**config.mk**
```make
export PLATFORM = sky130hd
export DESIGN_NAME = owcmd_handler
export DESIGN_NICKNAME = d
export VERILOG_FILES = /design/src/rtl/owcmd_pkg.sv /design/src/rtl/owcmd_xfer_ctr.sv /design/src/rtl/owcmd_status.sv /design/src/rtl/owcmd_fsm.sv /design/src/rtl/owcmd_handler.sv
export SDC_FILE = /design/constraint.sdc
export NUM_CORES = 1
export LEC_CHECK = 0
export ABC_AREA = 1
export BUFFER_PORTS_ARGS = -buffer_cell sky130_fd_sc_hd__buf_2
export CAP_MARGIN = 10
export CORE_MARGIN = 2
export CORE_UTILIZATION = 40
export CTS_CLUSTER_DIAMETER = 80
export CTS_CLUSTER_SIZE = 10
export DETAILED_ROUTE_END_ITERATION = 8
export HOLD_SLACK_MARGIN = 0.15
export PLACE_DENSITY = 0.74
export SLEW_MARGIN = 20
export SYNTH_ARGS = -nofsm -noshare
export SYNTH_HDL_FRONTEND = slang
export SYNTH_HIERARCHICAL = 1
export SYNTH_SLANG_ARGS = --single-unit
export TNS_END_PERCENT = 5
```
**constraint.sdc**
```tcl
create_clock -name clk -period 2 [get_ports clk]
set_input_delay 0.3 -clock clk [delete_from_list [all_inputs] [get_ports clk]]
set_output_delay 0.3 -clock clk [all_outputs]
set_load 0.01 [all_outputs]
```
**src/rtl/owcmd_pkg.sv**
```systemverilog
// Shared types and command codes for the 1-Wire data transfer command handler.
package owcmd_pkg;

    typedef enum logic [3:0] {
        ST_CMD,       // waiting for a function command byte
        ST_IPR_WR,    // streaming bytes into the product register
        ST_IPR_RD,    // streaming product register bytes out
        ST_IOB_LEN,   // waiting for the input buffer length byte
        ST_IOB_DATA,  // streaming bytes into the input buffer
        ST_STAT_RD,   // offering status bytes
        ST_STAT_WR,   // waiting for the UART status byte
        ST_REL_LO,    // waiting for the first release byte
        ST_REL_HI,    // waiting for the second release byte
        ST_HALT       // finished or rejected; wait for bus reset
    } ow_state_t;

    localparam logic [7:0] CMD_IPR_WRITE  = 8'h0F;
    localparam logic [7:0] CMD_IPR_READ   = 8'hAA;
    localparam logic [7:0] CMD_IOB_WRITE  = 8'h2D;
    localparam logic [7:0] CMD_STAT_READ  = 8'hE1;
    localparam logic [7:0] CMD_STAT_WRITE = 8'hD2;
    localparam logic [7:0] CMD_RUN        = 8'h77;
    localparam logic [7:0] REL_LO_CODE    = 8'h43;
    localparam logic [7:0] REL_HI_CODE    = 8'h6D;
    localparam logic [7:0] IDLE_BYTE      = 8'hFF;

endpackage

```
**src/rtl/owcmd_xfer_ctr.sv**
```systemverilog
// Byte pointer for all transfers of the command handler.
// Counts up on inc, saturates at LIMIT, clears on clr (clr wins).
// Assumes CW is wide enough to hold LIMIT.
module owcmd_xfer_ctr #(
    parameter int LIMIT = 255,
    parameter int CW    = 8
) (
    input  logic          clk,
    input  logic          rst_n,
    input  logic          clr,
    input  logic          inc,
    output logic [CW-1:0] count
);

    // Saturating up-counter with synchronous clear.
    always_ff @(posedge clk) begin
        if (!rst_n) begin
            count <= '0;
        end else if (clr) begin
            count <= '0;
        end else if (inc && (count != CW'(LIMIT))) begin
            count <= count + 1'b1;
        end
    end


    count_bound_chk: assert property (@(posedge clk) disable iff (!rst_n)
        count <= CW'(LIMIT));


    clr_zero_chk: assert property (@(posedge clk) disable iff (!rst_n)
        clr |=> (count == '0));

endmodule

```
**src/rtl/owcmd_status.sv**
```systemverilog
// Status storage of the command handler: the UART status byte written by
// the master and the input buffer fill count. Selects the status byte
// offered for a given read index. Assumes IOB_DEPTH <= 255.
module owcmd_status #(
    parameter int IOB_DEPTH = 128,
    parameter int PCW       = 8
) (
    input  logic           clk,
    input  logic           rst_n,
    input  logic           uart_wr,
    input  logic [7:0]     wdata,
    input  logic           fill_set,
    input  logic [7:0]     fill_val,
    input  logic [PCW-1:0] idx,
    input  logic [7:0]     cpu_status,
    output logic [7:0]     rd_byte
);

    localparam int FW = $clog2(IOB_DEPTH + 1);

    logic [7:0]    uart_q;
    logic [FW-1:0] fill_q;
    logic [7:0]    free_bytes;

    // UART status byte register, loaded only by the status write command.
    always_ff @(posedge clk) begin
        if (!rst_n) begin
            uart_q <= 8'h00;
        end else if (uart_wr) begin
            uart_q <= wdata;
        end
    end

    // Input buffer fill, committed when a buffer write completes.
    always_ff @(posedge clk) begin
        if (!rst_n) begin
            fill_q <= '0;
        end else if (fill_set) begin
            fill_q <= fill_val[FW-1:0];
        end
    end

    // Free space left in the input buffer.
    always_comb begin
        free_bytes = 8'(IOB_DEPTH) - 8'(fill_q);
    end

    // Status byte order: free space, UART status, processor status, then idle.
    always_comb begin
        if (idx == PCW'(0)) begin
            rd_byte = free_bytes;
        end else if (idx == PCW'(1)) begin
            rd_byte = uart_q;
        end else if (idx == PCW'(2)) begin
            rd_byte = cpu_status;
        end else begin
            rd_byte = owcmd_pkg::IDLE_BYTE;
        end
    end


    uart_load_chk: assert property (@(posedge clk) disable iff (!rst_n)
        uart_wr |=> (uart_q == $past(wdata)));


    fill_cap_chk: assert property (@(posedge clk) disable iff (!rst_n)
        fill_q <= FW'(IOB_DEPTH));

endmodule

```
**src/rtl/owcmd_fsm.sv**
```systemverilog
// Command sequencer of the handler. Decodes the function command byte,
// tracks the transfer phase, and produces write enables, the fill update
// and the start strobe. Assumes the byte layer delivers only function-level
// bytes after each bus reset, and that bus_reset takes priority over rx_valid.
module owcmd_fsm
    import owcmd_pkg::*;
#(
    parameter int IPR_DEPTH = 128,
    parameter int IOB_DEPTH = 128,
    parameter int PCW       = 8
) (
    input  logic           clk,
    input  logic           rst_n,
    input  logic           bus_reset,
    input  logic           rx_valid,
    input  logic [7:0]     rx_data,
    input  logic           tx_pull,
    input  logic [PCW-1:0] ptr,
    output ow_state_t      state,
    output logic           ptr_clr,
    output logic           ptr_inc,
    output logic           mem_we,
    output logic           mem_sel,
    output logic           uart_wr,
    output logic           fill_set,
    output logic [7:0]     fill_val,
    output logic           run_start
);

    ow_state_t  state_nx;
    logic [7:0] len_q;
    logic       rx_ok;
    logic       ipr_room;
    logic       iob_room;
    logic       iob_last;
    logic [PCW-1:0] ptr_nx;

    // Qualified receive strobe: a bus reset discards a coincident byte.
    always_comb begin
        rx_ok    = rx_valid && !bus_reset;
        ptr_nx   = ptr + 1'b1;
        ipr_room = ptr < PCW'(IPR_DEPTH);
        iob_room = ptr < PCW'(IOB_DEPTH);
        iob_last = ptr_nx == PCW'(len_q);
    end

    // Pointer control: clear at each command or length byte, step per byte.
    always_comb begin
        ptr_clr = bus_reset ||
                  (rx_valid && ((state == ST_CMD) || (state == ST_IOB_LEN)));
        ptr_inc = !bus_reset &&
                  ((rx_valid && ((state == ST_IPR_WR) || (state == ST_IOB_DATA))) ||
                   (tx_pull  && ((state == ST_IPR_RD) || (state == ST_STAT_RD))));
    end

    // Side-effect strobes for memory, status and program start.
    always_comb begin
        mem_sel   = (state == ST_IOB_DATA);
        mem_we    = rx_ok && (((state == ST_IPR_WR) && ipr_room) ||
                              ((state == ST_IOB_DATA) && iob_room));
        uart_wr   = rx_ok && (state == ST_STAT_WR);
        run_start = rx_ok && (state == ST_REL_HI) && (rx_data == REL_HI_CODE);
        fill_set  = rx_ok && (((state == ST_IOB_LEN) && (rx_data == 8'h00)) ||
                              ((state == ST_IOB_DATA) && iob_last));
        if (state == ST_IOB_LEN) begin
            fill_val = 8'h00;
        end else if (len_q > 8'(IOB_DEPTH)) begin
            fill_val = 8'(IOB_DEPTH);
        end else begin
            fill_val = len_q;
        end
    end

    // Next-state decode on each received byte.
    always_comb begin
        state_nx = state;
        if (bus_reset) begin
            state_nx = ST_CMD;
        end else if (rx_valid) begin
            unique case (state)
                ST_CMD: begin
                    unique case (rx_data)
                        CMD_IPR_WRITE:  state_nx = ST_IPR_WR;
                        CMD_IPR_READ:   state_nx = ST_IPR_RD;
                        CMD_IOB_WRITE:  state_nx = ST_IOB_LEN;
                        CMD_STAT_READ:  state_nx = ST_STAT_RD;
                        CMD_STAT_WRITE: state_nx = ST_STAT_WR;
                        CMD_RUN:        state_nx = ST_REL_LO;
                        default:        state_nx = ST_HALT;
                    endcase
                end
                ST_IOB_LEN:  state_nx = (rx_data == 8'h00) ? ST_HALT : ST_IOB_DATA;
                ST_IOB_DATA: state_nx = iob_last ? ST_HALT : ST_IOB_DATA;
                ST_STAT_WR:  state_nx = ST_HALT;
                ST_REL_LO:   state_nx = (rx_data == REL_LO_CODE) ? ST_REL_HI : ST_HALT;
                ST_REL_HI:   state_nx = ST_HALT;
                default:     state_nx = state;
            endcase
        end
    end

    // State and length registers.
    always_ff @(posedge clk) begin
        if (!rst_n) begin
            state <= ST_CMD;
            len_q <= 8'h00;
        end else begin
            state <= state_nx;
            if (rx_ok && (state == ST_IOB_LEN)) begin
                len_q <= rx_data;
            end
        end
    end


    start_then_halt_chk: assert property (@(posedge clk) disable iff (!rst_n)
        run_start |=> (state == ST_HALT));


    release_order_chk: assert property (@(posedge clk) disable iff (!rst_n)
        run_start |-> ($past(state) == ST_REL_LO));


    reset_to_cmd_chk: assert property (@(posedge clk) disable iff (!rst_n)
        bus_reset |=> (state == ST_CMD));


    iob_done_chk: assert property (@(posedge clk) disable iff (!rst_n)
        (fill_set && (state == ST_IOB_DATA)) |=> (state == ST_HALT));


    halt_sticky_chk: assert property (@(posedge clk) disable iff (!rst_n)
        ((state == ST_HALT) && !bus_reset) |=> (state == ST_HALT));

endmodule

```
**src/rtl/owcmd_handler.sv**
```systemverilog
// Top of the 1-Wire data transfer command handler. Connects the command
// sequencer, the shared byte pointer and the status storage, and forms the
// memory port and the transmit byte. Assumes mem_rdata is combinational from
// mem_sel/mem_addr and IOB_DEPTH <= 255.
module owcmd_handler
    import owcmd_pkg::*;
#(
    parameter int IPR_DEPTH = 128,
    parameter int IOB_DEPTH = 128,
    parameter int MAX_DEPTH = (IPR_DEPTH > IOB_DEPTH) ? IPR_DEPTH : IOB_DEPTH,
    parameter int MAW       = $clog2(MAX_DEPTH)
) (
    input  logic           clk,
    input  logic           rst_n,
    input  logic           bus_reset,
    input  logic           rx_valid,
    input  logic [7:0]     rx_data,
    input  logic           tx_pull,
    output logic [7:0]     tx_data,
    output logic           mem_we,
    output logic           mem_sel,
    output logic [MAW-1:0] mem_addr,
    output logic [7:0]     mem_wdata,
    input  logic [7:0]     mem_rdata,
    input  logic [7:0]     cpu_status,
    output logic           run_start
);

    localparam int PTR_LIMIT = (IPR_DEPTH > 255) ? IPR_DEPTH : 255;
    localparam int PCW       = $clog2(PTR_LIMIT + 1);

    ow_state_t      state;
    logic [PCW-1:0] ptr;
    logic           ptr_clr;
    logic           ptr_inc;
    logic           uart_wr;
    logic           fill_set;
    logic [7:0]     fill_val;
    logic [7:0]     stat_byte;

    owcmd_fsm #(
        .IPR_DEPTH (IPR_DEPTH),
        .IOB_DEPTH (IOB_DEPTH),
        .PCW       (PCW)
    ) fsm_i (
        .clk       (clk),
        .rst_n     (rst_n),
        .bus_reset (bus_reset),
        .rx_valid  (rx_valid),
        .rx_data   (rx_data),
        .tx_pull   (tx_pull),
        .ptr       (ptr),
        .state     (state),
        .ptr_clr   (ptr_clr),
        .ptr_inc   (ptr_inc),
        .mem_we    (mem_we),
        .mem_sel   (mem_sel),
        .uart_wr   (uart_wr),
        .fill_set  (fill_set),
        .fill_val  (fill_val),
        .run_start (run_start)
    );

    owcmd_xfer_ctr #(
        .LIMIT (PTR_LIMIT),
        .CW    (PCW)
    ) ptr_i (
        .clk   (clk),
        .rst_n (rst_n),
        .clr   (ptr_clr),
        .inc   (ptr_inc),
        .count (ptr)
    );

    owcmd_status #(
        .IOB_DEPTH (IOB_DEPTH),
        .PCW       (PCW)
    ) stat_i (
        .clk        (clk),
        .rst_n      (rst_n),
        .uart_wr    (uart_wr),
        .wdata      (rx_data),
        .fill_set   (fill_set),
        .fill_val   (fill_val),
        .idx        (ptr),
        .cpu_status (cpu_status),
        .rd_byte    (stat_byte)
    );

    // Memory address and data come straight from the pointer and receive byte.
    always_comb begin
        mem_addr  = ptr[MAW-1:0];
        mem_wdata = rx_data;
    end

    // Transmit byte: register data, status bytes, or the idle pattern.
    always_comb begin
        if (state == ST_IPR_RD) begin
            tx_data = (ptr < PCW'(IPR_DEPTH)) ? mem_rdata : IDLE_BYTE;
        end else if (state == ST_STAT_RD) begin
            tx_data = stat_byte;
        end else begin
            tx_data = IDLE_BYTE;
        end
    end


    ipr_addr_range_chk: assert property (@(posedge clk) disable iff (!rst_n)
        (mem_we && !mem_sel) |-> (int'(mem_addr) < IPR_DEPTH));


    iob_addr_range_chk: assert property (@(posedge clk) disable iff (!rst_n)
        (mem_we && mem_sel) |-> (int'(mem_addr) < IOB_DEPTH));


    read_advance_chk: assert property (@(posedge clk) disable iff (!rst_n)
        ((state == ST_IPR_RD) && tx_pull && !bus_reset && (ptr < PCW'(IPR_DEPTH)))
        |=> (ptr == $past(ptr) + 1'b1));

endmodule

```
==> Word-level counts from Yosys, hierarchy flattened <==
Cells that the tools add are included.
{ "classes": {"addsub": 2, "magnitude_cmp": 2, "eq_ne": 20, "mux": 13, "bitwise_logic": 1, "reduce_logical": 32} }
{ "ops": {"columns": ["op", "count"], "rows": [
  ["$mux 8", 8],
  ["$eq 8x7->1 const B", 3],
  ["$eq 8x8->1 const B", 3],
  ["$pmux 4 s6", 1],
  ["$pmux 4 s5", 1],
  ["$eq 4x3->1 const B", 4],
  ["$logic_and 1x1->1", 16],
  ["$logic_not 8->1", 2],
  ["$add 8x1->8 const B", 1],
  ["$eq 4x2->1 const B", 2],
  ["$eq 8x1->1 const B", 1],
  ["$eq 8x2->1 const B", 1],
  ["$eq 8x4->1 const B", 1],
  ["$eq 8x6->1 const B", 1],
  ["$eq 8x8->1", 1],
  ["$gt 8x8->1 const B", 1],
  ["$lt 8x8->1 const B", 1],
  ["$mux 4", 2],
  ["$ne 8x8->1 const B", 1],
  ["$sub 8x8->8 const A", 1],
  ["$logic_or 1x1->1", 7],
  ["$reduce_or 2->1", 3],
  ["$reduce_bool 5->1", 1],
  ["$eq 4x1->1 const B", 1],
  ["6 further kinds", 6]
]} }
{ "word_totals": {"reg_bits": 36, "inputBits": 29, "out_inout_bits": 26, "elab_cells": 75} }

==> Logic depth before layout (Yosys ltp) <==
Gate-level depths: netlist of the first run.
{ "logic_depth": {"word_depth": 6, "ltp_mapped": 15, "ltp_nobuf": 14} }

==> Cells and area by module <==
The synthesis of the first run kept the hierarchy.
{ "by_module_without_submodules": {"columns": ["mod", "n_inst", "cells_each", "area_each_um2"], "rows": [
  ["owcmd_fsm", 1, 234, 1258.7],
  ["owcmd_status", 1, 158, 1026.0],
  ["owcmd_xfer_ctr", 1, 72, 462.9],
  ["owcmd_handler", 1, 63, 300.3]
]} }

==> Worst setup path before layout of the first run <==
Ideal clock, no wire load.
{ "synth_timing": {"kind": "register to register", "from": "register ptr_i.count[0]", "to": "register stat_i.fill_q[6]", "arrival_time_ns": 1.917, "t_required_ns": 1.879, "path_slack_ns": -0.038, "stages_incl_launch_ff": 14, "period_less_slack_ns": 2.038, "path_cell_list": "dfxtp_1 > ha_1 > nand2_1 > nor2_1 > nand2_1 > nand2_1 > nand2_1 > nor2_1 > nand3_1 > a21oi_1 > inv_1 > buf_2 > o21ai_0 > a21oi_1"} }
{ "synth_via": {"elab_chain_cells": 5} }
{ "synth_rtl": {"columns": ["element", "line", "text"], "rows": [
  ["start: declaration", "owcmd_xfer_ctr.sv:12", "output logic [CW-1:0] count"],
  ["start signal: assignment", "owcmd_xfer_ctr.sv:22", "count <= count + 1'b1;"],
  ["$add 8x1->8", "owcmd_fsm.sv:41", "ptr_nx = ptr + 1'b1;"],
  ["$eq 8x8->1", "owcmd_fsm.sv:44", "iob_last = ptr_nx == PCW'(len_q);"],
  ["$logic_and 1x1->1", "owcmd_fsm.sv:64", "((state == ST_IOB_DATA) && iob_last));"],
  ["$logic_or 1x1->1", "owcmd_fsm.sv:63", "fill_set = rx_ok && (((state == ST_IOB_LEN) && (rx_data == 8'h00)) ||"],
  ["$logic_and 1x1->1", "owcmd_fsm.sv:63", null],
  ["net fill_set", "owcmd_handler.sv:37", "logic fill_set;"],
  ["end signal: assignment", "owcmd_status.sv:39", "fill_q <= fill_val[FW-1:0];"],
  ["end: declaration", "owcmd_status.sv:22", "logic [FW-1:0] fill_q;"]
]} }
The timed path passes the listed nets, and every way through them passes these cells.
A chain may end at the register's enable or synchronous reset.

==> Worst setup path in the final report of the first run <==
{ "layout_timing": {"from": "register ptr_i.count[1]", "to": "output tx_data[7]"} }
{ "layout_via": {"elab_chain_cells": 6} }
{ "layout_rtl": {"columns": ["element", "line", "text"], "rows": [
  ["$eq 8x2->1", "owcmd_status.sv:54", "end else if (idx == PCW'(2)) begin"],
  ["$mux 8", "owcmd_status.sv:54", null],
  ["$mux 8", "owcmd_status.sv:52", "end else if (idx == PCW'(1)) begin"],
  ["$mux 8 (*)", "owcmd_status.sv:50", "if (idx == PCW'(0)) begin"],
  ["net stat_byte[7]", "owcmd_handler.sv:39", "logic [7:0] stat_byte;"],
  ["$mux 8 (*)", "owcmd_handler.sv:100", "end else if (state == ST_STAT_RD) begin"],
  ["$mux 8 (*)", "owcmd_handler.sv:98", "if (state == ST_IPR_RD) begin"],
  ["end: declaration", "owcmd_handler.sv:19", "output logic [7:0] tx_data,"]
]} }
Mark *: on every way through the listed nets, which the timed path passes. The rest lies on a longest branch.

==> reports/results.ini, run 1 <==
[logic_synthesis]
synth_nets=559
synth_cells=527
synth_cell_types=32
yosys_register_bits=36
ys_seq_area_share_pct=23.65
ys.warnings.count=6
synth_area_per_cell_sq_um=5.784
syn_area_sq_um=3048

[clocking]
numCtsBuffers=5
cts.hold.buffers_added=0
htreeDepth=2
cts_root_buf=clkbuf_8
cts.sinks=36
clk_latency_ns=0.29
clk_pin_slew_worst_paths_ns=0.07
clock_path_buffers=2
cts_tree=built

[pwr]
p_leak_nw=1.780
vdd_drop_max_mv=0.1953
powerDensity_nw_per_um2=401.8

[worst_setup_path]
cp_data_arrival_time_ns=1.69
cp_max_fo=10
crit_top_cell=nand2_1
critPathKind=flip-flop to output port
endpoint_kind=output port
worstPathCellList=buf_8 -> nand2_2 -> nor2_4 -> nand3b_1 -> nand2_1 -> nand2_1 -> inv_1 -> nand3_1 -> nand2_1 -> inv_1 -> buf_2
cpPeakStageDelay_ns=0.35
cp.required_ns=1.70
critPathLaunchType=flip-flop
slowest_stage=dfxtp_2

[floorplan]
io_pins=55
die_area_sq_um=8334
fp.dieW_um=91.29
fp.dieH_um=91.29
rows=31
core_area_sq_um=7331
start_util_pct=41.58

[hold_path]
hold_class=primary input to flip-flop

[global_routing]
grt_pass1_vias=3200
grt_antenna_before_repair=0
gr-total-overflow=0
grt_use_total_pct=20.82
grt_max_degree=27
grt_pass1_wl_um=14350

[place]
gp_congestion=0.8863
dp_hpwl_um=6512
port_buffers=54
dp_slack_ns=0.06666

[drt]
vias=3541
drt-vias-per-instance=5.066
dr.first_iter.drc_count=251
drt-pass1-iter-count=5
drt-total-wl_um=8629
wl_per_cell_um=12.34
drc=0
ant_nets=0

[timing]
tightest_slew_ns=0.4337
fin_crit_sh_pct=99.43
rsz0062_at_grt=yes
worst_slack_ns=0.01147
fmax_mhz=502.9
hold_viol=0
setup_violations=0
drv_slew=0
final.setup_skew_ns=0.006829
fin_tns_setup_ns=0
min_period_ns=1.989
max_slew_margin_pct=71.01

[status]
status=finished clean

[cells_and_area]
n_antenna_cell=0
finalNetCount=631
drive_gt1_share_pct=28.17
syn_to_final_growth_pct=25.16

[job]
cap_violations=0

==> layer usage <==
layer / vias to the layer above / share of wire [%] / track usage (%)
met1: 1585 / 45 / 28.08
met3: 16 / 6.0 / 2.573
met5: - / 0 / 0
met2: 116 / 46 / 33.52
met4: 0 / 2.7 / 8.712
li1: 1824 / - / -
==> worst max-delay path, delay by kind of cell (launching register included) <==
family                 cells  cell delay [ns]
flip-flops                 1             0.35
AND/OR/NAND/NOR            7             0.69
buffers and inverters      4             0.34
==> cell usage in the layout (no fill, tap or decap), drive strengths merged, types with 6 or more instances in the layout <==
cell type	instances
a21oi	34
nand3b	11
nand2	133
o21ai	36
inv	92
buf	81
dfxtp	36
nor3	15
clkbuf	8
o211ai	8
nand3	53
nor2	73
nand4	6
==> sequential cells by signal, indices dropped and copies added (netlist names) <==
register and flops:
fsm_i/len_q 8, ptr_i/count 8, stat_i/fill_q 8, fsm_i/state 4
stat_i/uart_q 8
==> worst paths after layout <==
check                   startpoint                to  slack (ns)  cells past startpoint
hold reg to reg   stat_i/uart_q[5]  stat_i/uart_q[5]        0.46                      2
setup / recovery    ptr_i/count[1]        tx_data[7]        0.01                     11
hold / removal            rx_valid    fsm_i/state[0]        0.35                      4
setup reg to reg    ptr_i/count[0]  stat_i/fill_q[6]        0.18                     12
==> synthesized netlist by cell type, drive strengths merged <==
cell	count	area, sq um
nand2	133	531.8
inv	92	345.3
nor2	73	334.1
nand3	53	270.3
dfxtp	36	720.7
o21ai	36	195.2
a21oi	34	170.2
buf	15	103.8
nor3	15	75.07
nand3b	11	82.58
o211ai	8	60.06
nand4	6	37.54
ha	3	37.54
nor4	3	18.77
clkinv	2	7.510
xnor2	2	17.52
a211oi	1	12.51
a41oi	1	8.760
clkbuf	1	3.750
or2	1	6.260
xor2	1	8.760
==> power breakdown <==
| part | leakage (nW) | internal (mW) | switching, mW | total [mW] |
|---|---|---|---|---|
| sequential | 0.297 | 0.718 | 0.0142 | 0.732 |
| clock | 0.0455 | 0.281 | 0.254 | 0.535 |
| combinational | 1.44 | 0.0971 | 0.168 | 0.265 |
==> through the flow <==
stage          hold WS [ns]  total power [mW]  cells  util, %  area [sq um]
4_1_cts              0.3590             1.532    700    51.53          3777
5_1_grt              0.3870             1.609    699    52.04          3815
3_5_place_dp         0.4513             1.005    685    47.67          3495
6_report             0.3528             1.533    699    52.04          3815
3_3_place_gp         0.4560             1.002    685    47.67          3495
2_1_floorplan        0.4293            0.9189    527        -          3050
==> final cells by class <==
type,instances,area [sq um]
multi-input combinational,381,1983
sequential,36,743.2
tap,99,123.9
inverter,94,362.8
timing repair buffer,81,511.7
fill,718,3516
clock buffer,8,90.09
==> cells by family after synthesis <==
| kind of cell | Yosys count | share of synthesized area, % |
|---|---|---|
| buffers and inverters | 110 | 15.11 |
| and+or+nand+nor | 295 | 44.50 |
| adders and majority gates | 3 | 1.232 |
| AOI/OAI and AO/OA | 80 | 14.66 |
| DFF | 36 | 23.65 |
| xor gates and xnor gates | 3 | 0.8622 |
==> timing repair <==
action / CTS / global route
resized for setup: 35 / 32
endpoints found under the setup margin: 8 / 18
pin swaps: 15 / 26
buffers inserted: 9 / 2
cloned: 2 / 0
Note: power is estimated with default switching activity, not from simulation.
==> run 2: changes to the inputs <==
--- a/config.mk
+++ b/config.mk
@@ -5,16 +5,17 @@
 export SDC_FILE = /design/constraint.sdc
 export NUM_CORES = 1
 export LEC_CHECK = 0
-export ABC_AREA = 1
+export ABC_AREA = 0
 export BUFFER_PORTS_ARGS = -buffer_cell sky130_fd_sc_hd__buf_2
 export CAP_MARGIN = 10
+export CORE_ASPECT_RATIO = 1.5
 export CORE_MARGIN = 2
-export CORE_UTILIZATION = 40
+export CORE_UTILIZATION = 34
 export CTS_CLUSTER_DIAMETER = 80
 export CTS_CLUSTER_SIZE = 10
 export DETAILED_ROUTE_END_ITERATION = 8
 export HOLD_SLACK_MARGIN = 0.15
-export PLACE_DENSITY = 0.74
+export PLACE_DENSITY = 0.67
 export SLEW_MARGIN = 20
 export SYNTH_ARGS = -nofsm -noshare
 export SYNTH_HDL_FRONTEND = slang
==> run 2 against run 1 <==
The run now ends with setup timing left. Critical path depth is 3 lower. Critical path type unchanged. Die area up 7.1%. Clock skew down 0.0024 ns. Highest routed layer unchanged. Maximum frequency fell by 18%. Largest cell class unchanged. Non-clock buffer count is 17 higher. Global-route usage down 2.0 points. Worst hold slack improved by 0.0010 ns. Critical endpoint is now tx_data[6].
==> reports/results.ini, run 2 <==
[status]
status=finished with violations
violations=setup timing

[drt]
drt-total-wl_um=8223
drt-vias-per-instance=5.426
drc=0
wl_per_cell_um=15.69
ant_nets=0
vias=2843
drt-pass1-iter-count=4
dr.first_iter.drc_count=147

[worst_setup_path]
cp_max_fo=4
critPathLaunchType=flip-flop
worstReg2RegEnd=stat_i/fill_q[3]
r2r_setup_slack_ns=-0.05
critPathKind=flip-flop to output port
endpoint_kind=output port
worstPathCellList=inv_2 -> ha_4 -> or3b_4 -> or4_4 -> a21oi_2 -> o21ai_1 -> a2bb2oi_1 -> buf_2
r2r_start=ptr_i/count[0]
crit_cells=8
crit_family=simple AND/OR/NAND/NOR gates
cp.required_ns=1.70
rr_worst_depth=10
cp_data_arrival_time_ns=2.12
setup.worst_path.end=tx_data[6]
crit_start=stat_i/fill_q[1]
cp.buffers_inverters=2
cpPeakStageDelay_ns=0.42
slowest_stage=or4_4

[cells_and_area]
final_common_cell=buf_2
fill_cells=791
final-seq-area_sq_um=735.7
fin_cells=524
n_antenna_cell=0
syn_to_final_growth_pct=30.17
multi_input_area_sq_um=1979
drive_gt1_share_pct=35.08
finalNetCount=450
mostFrequentLayoutCells=buf_2 (54), buf_4 (43), nor2b_1 (29)

[global_routing]
grt_pass1_wl_um=13460
gr-total-overflow=0
grt_antenna_before_repair=0
grt_pass1_vias=2825
grt_use_total_pct=18.87
grt_max_degree=24

[logic_synthesis]
synth_edf_count=0
synth_cells=335
synth.area.top_cells=dfxtp_1 (26%), mux2i_1 (9.7%), nor2b_1 (6.5%), nand2_1 (3.8%), nor2_1 (2.8%)
synth_area_per_cell_sq_um=8.295
synth_cell_types=68
ys_seq_area_share_pct=25.93
ys_async_sr_fraction_pct=0
syn_area_sq_um=2779
ys.warnings.count=6
synth.most_common_cell=dfxtp_1
synth_flop_cell=dfxtp_1
synth_top_area_share_pct=25.93
ys_top_cells_by_count=dfxtp_1 (36), nor2b_1 (29), nand2_1 (28)
synth_top_cell_by_area=dfxtp_1
yosys_register_bits=36
synth_nets=367

[pwr]
p_switching_mw=0.4450
p_leak_nw=1.491
seqPwrFrac_pct=42.3
pwr-share-clk_pct=46.1
vdd_drop_max_mv=0.3395
internal-power_mw=1.267
power_switching_share_pct=25.99
powerDensity_nw_per_um2=473.4
p_comb_share_pct=11.6

[place]
dp_hpwl_um=6369
dp_cells=516
gp_congestion=0.9562
port_buffers=54
dp_slack_ns=-0.1156

[timing]
fin_tns_setup_ns=-2.936
worst_slack_ns=-0.4178
max_slew_margin_pct=63.48
holdWs_ns=0.3538
drv_slew=0
tightest_slew_ns=0.5467
setup_violations=16
fmax_mhz=413.6
fin_crit_sh_pct=120.9
final.setup_skew_ns=0.004477
hold_viol=0
min_period_ns=2.418
rsz0062_at_grt=yes

[hold_path]
hold_class=primary input to flip-flop

[floorplan]
fp.dieW_um=77.82
core_area_sq_um=7958
start_util_pct=34.92
io_pins=55
rows=40
die_area_sq_um=8927
fp.dieH_um=114.7

[clocking]
clk_pin_slew_worst_paths_ns=0.06
clk_latency_ns=0.28
cts_tree=built
htreeDepth=2
cts_root_buf=clkbuf_16
cts.sinks=36
numCtsBuffers=5
clock_path_buffers=2

[job]
cap_violations=0

==> run 2: cell types whose count changed after synthesis, sizes merged, moves of 10 or more <==
cell    delta
nand2    -105
inv       -87
nor2      -51
nand3     -46
nor2b     +30
mux2i     +27
o21ai     -20
a21oi     -19
nand2b    +10
==> run 2: layout make-up <==
cell class,instances,area share (%)
Timing Repair Buffer,98,16.71
Clock inverter,3,0.6226
Sequential cell,36,20.34
Inverter,5,0.5189
Multi-Input combinational cell,272,54.72
Tap cell,105,3.632
Clock buffer,5,3.459
==> run 2: cell families after synthesis <==
kind of cell             count (synthesis)  share of synthesized area, %
AND/OR/NAND/NOR                        154                         33.99
AO/OA/AOI/OAI                           73                         18.73
flip-flops                              36                         25.93
multiplexers                            29                         10.54
buffers and inverters                   27                         5.358
XOR/XNOR                                13                         4.097
adder cells (fa/ha/maj)                  3                         1.351
==> run 2: worst reg2reg max path, cell delays in order (launching register included) <==
cell	delay (ns)
dfxtp_4	0.37
ha_4	0.19
xnor2_2	0.13
nor4b_2	0.21
a41oi_1	0.08
a211oi_2	0.28
a22oi_1	0.11
nor2_1	0.13
buf_6	0.17
mux2i_1	0.20
nor2b_1	0.06
==> run 2: layer usage <==
layer	track usage, %	up-vias	wire, um
li1	-	1386	-
met1	20.03	1347	3238
met2	35.69	87	4397
met3	3.076	23	336
met4	9.048	0	250
met5	0	-	0
==> run 2: power by group through the flow <==
| stage | logic, mW | clock network (mW) | registers (mW) |
|---|---|---|---|
| 2_1_floorplan | 0.111 | 0 | 0.740 |
| 3_3_place_gp | 0.192 | 0 | 0.741 |
| 3_5_place_dp | 0.194 | 0 | 0.741 |
| 4_1_cts | 0.196 | 0.812 | 0.724 |
| 5_1_grt | 0.215 | 0.839 | 0.725 |
| 6_report | 0.198 | 0.790 | 0.724 |
==> run 2: worst min path at each step <==
stage	start	end	depth (start not counted)
after floorplan	rst_n	fsm_i/len_q[2]	1
after global placement	stat_i/uart_q[2]	stat_i/uart_q[2]	2
after detailed placement	stat_i/uart_q[2]	stat_i/uart_q[2]	2
after CTS	rst_n	fsm_i/len_q[7]	2
after global routing	rst_n	fsm_i/len_q[7]	2
final	rst_n	fsm_i/len_q[7]	2
==> run 2: stage by stage <==
step / total power, mW / area [sq um] / util, %
2_1_floorplan: 0.8512 / 2815 / -
3_3_place_gp: 0.9329 / 3407 / 42.81
3_5_place_dp: 0.9351 / 3407 / 42.81
4_1_cts: 1.731 / 3566 / 44.81
5_1_grt: 1.780 / 3617 / 45.46
6_report: 1.712 / 3617 / 45.46
==> run 2: timing repair <==
item	4_1_cts	5_1_grt
setup buffers	0	0
setup endpoints to repair	16	26
pin swaps	3	5
gates resized for setup	7	13
hold buffers	0	0
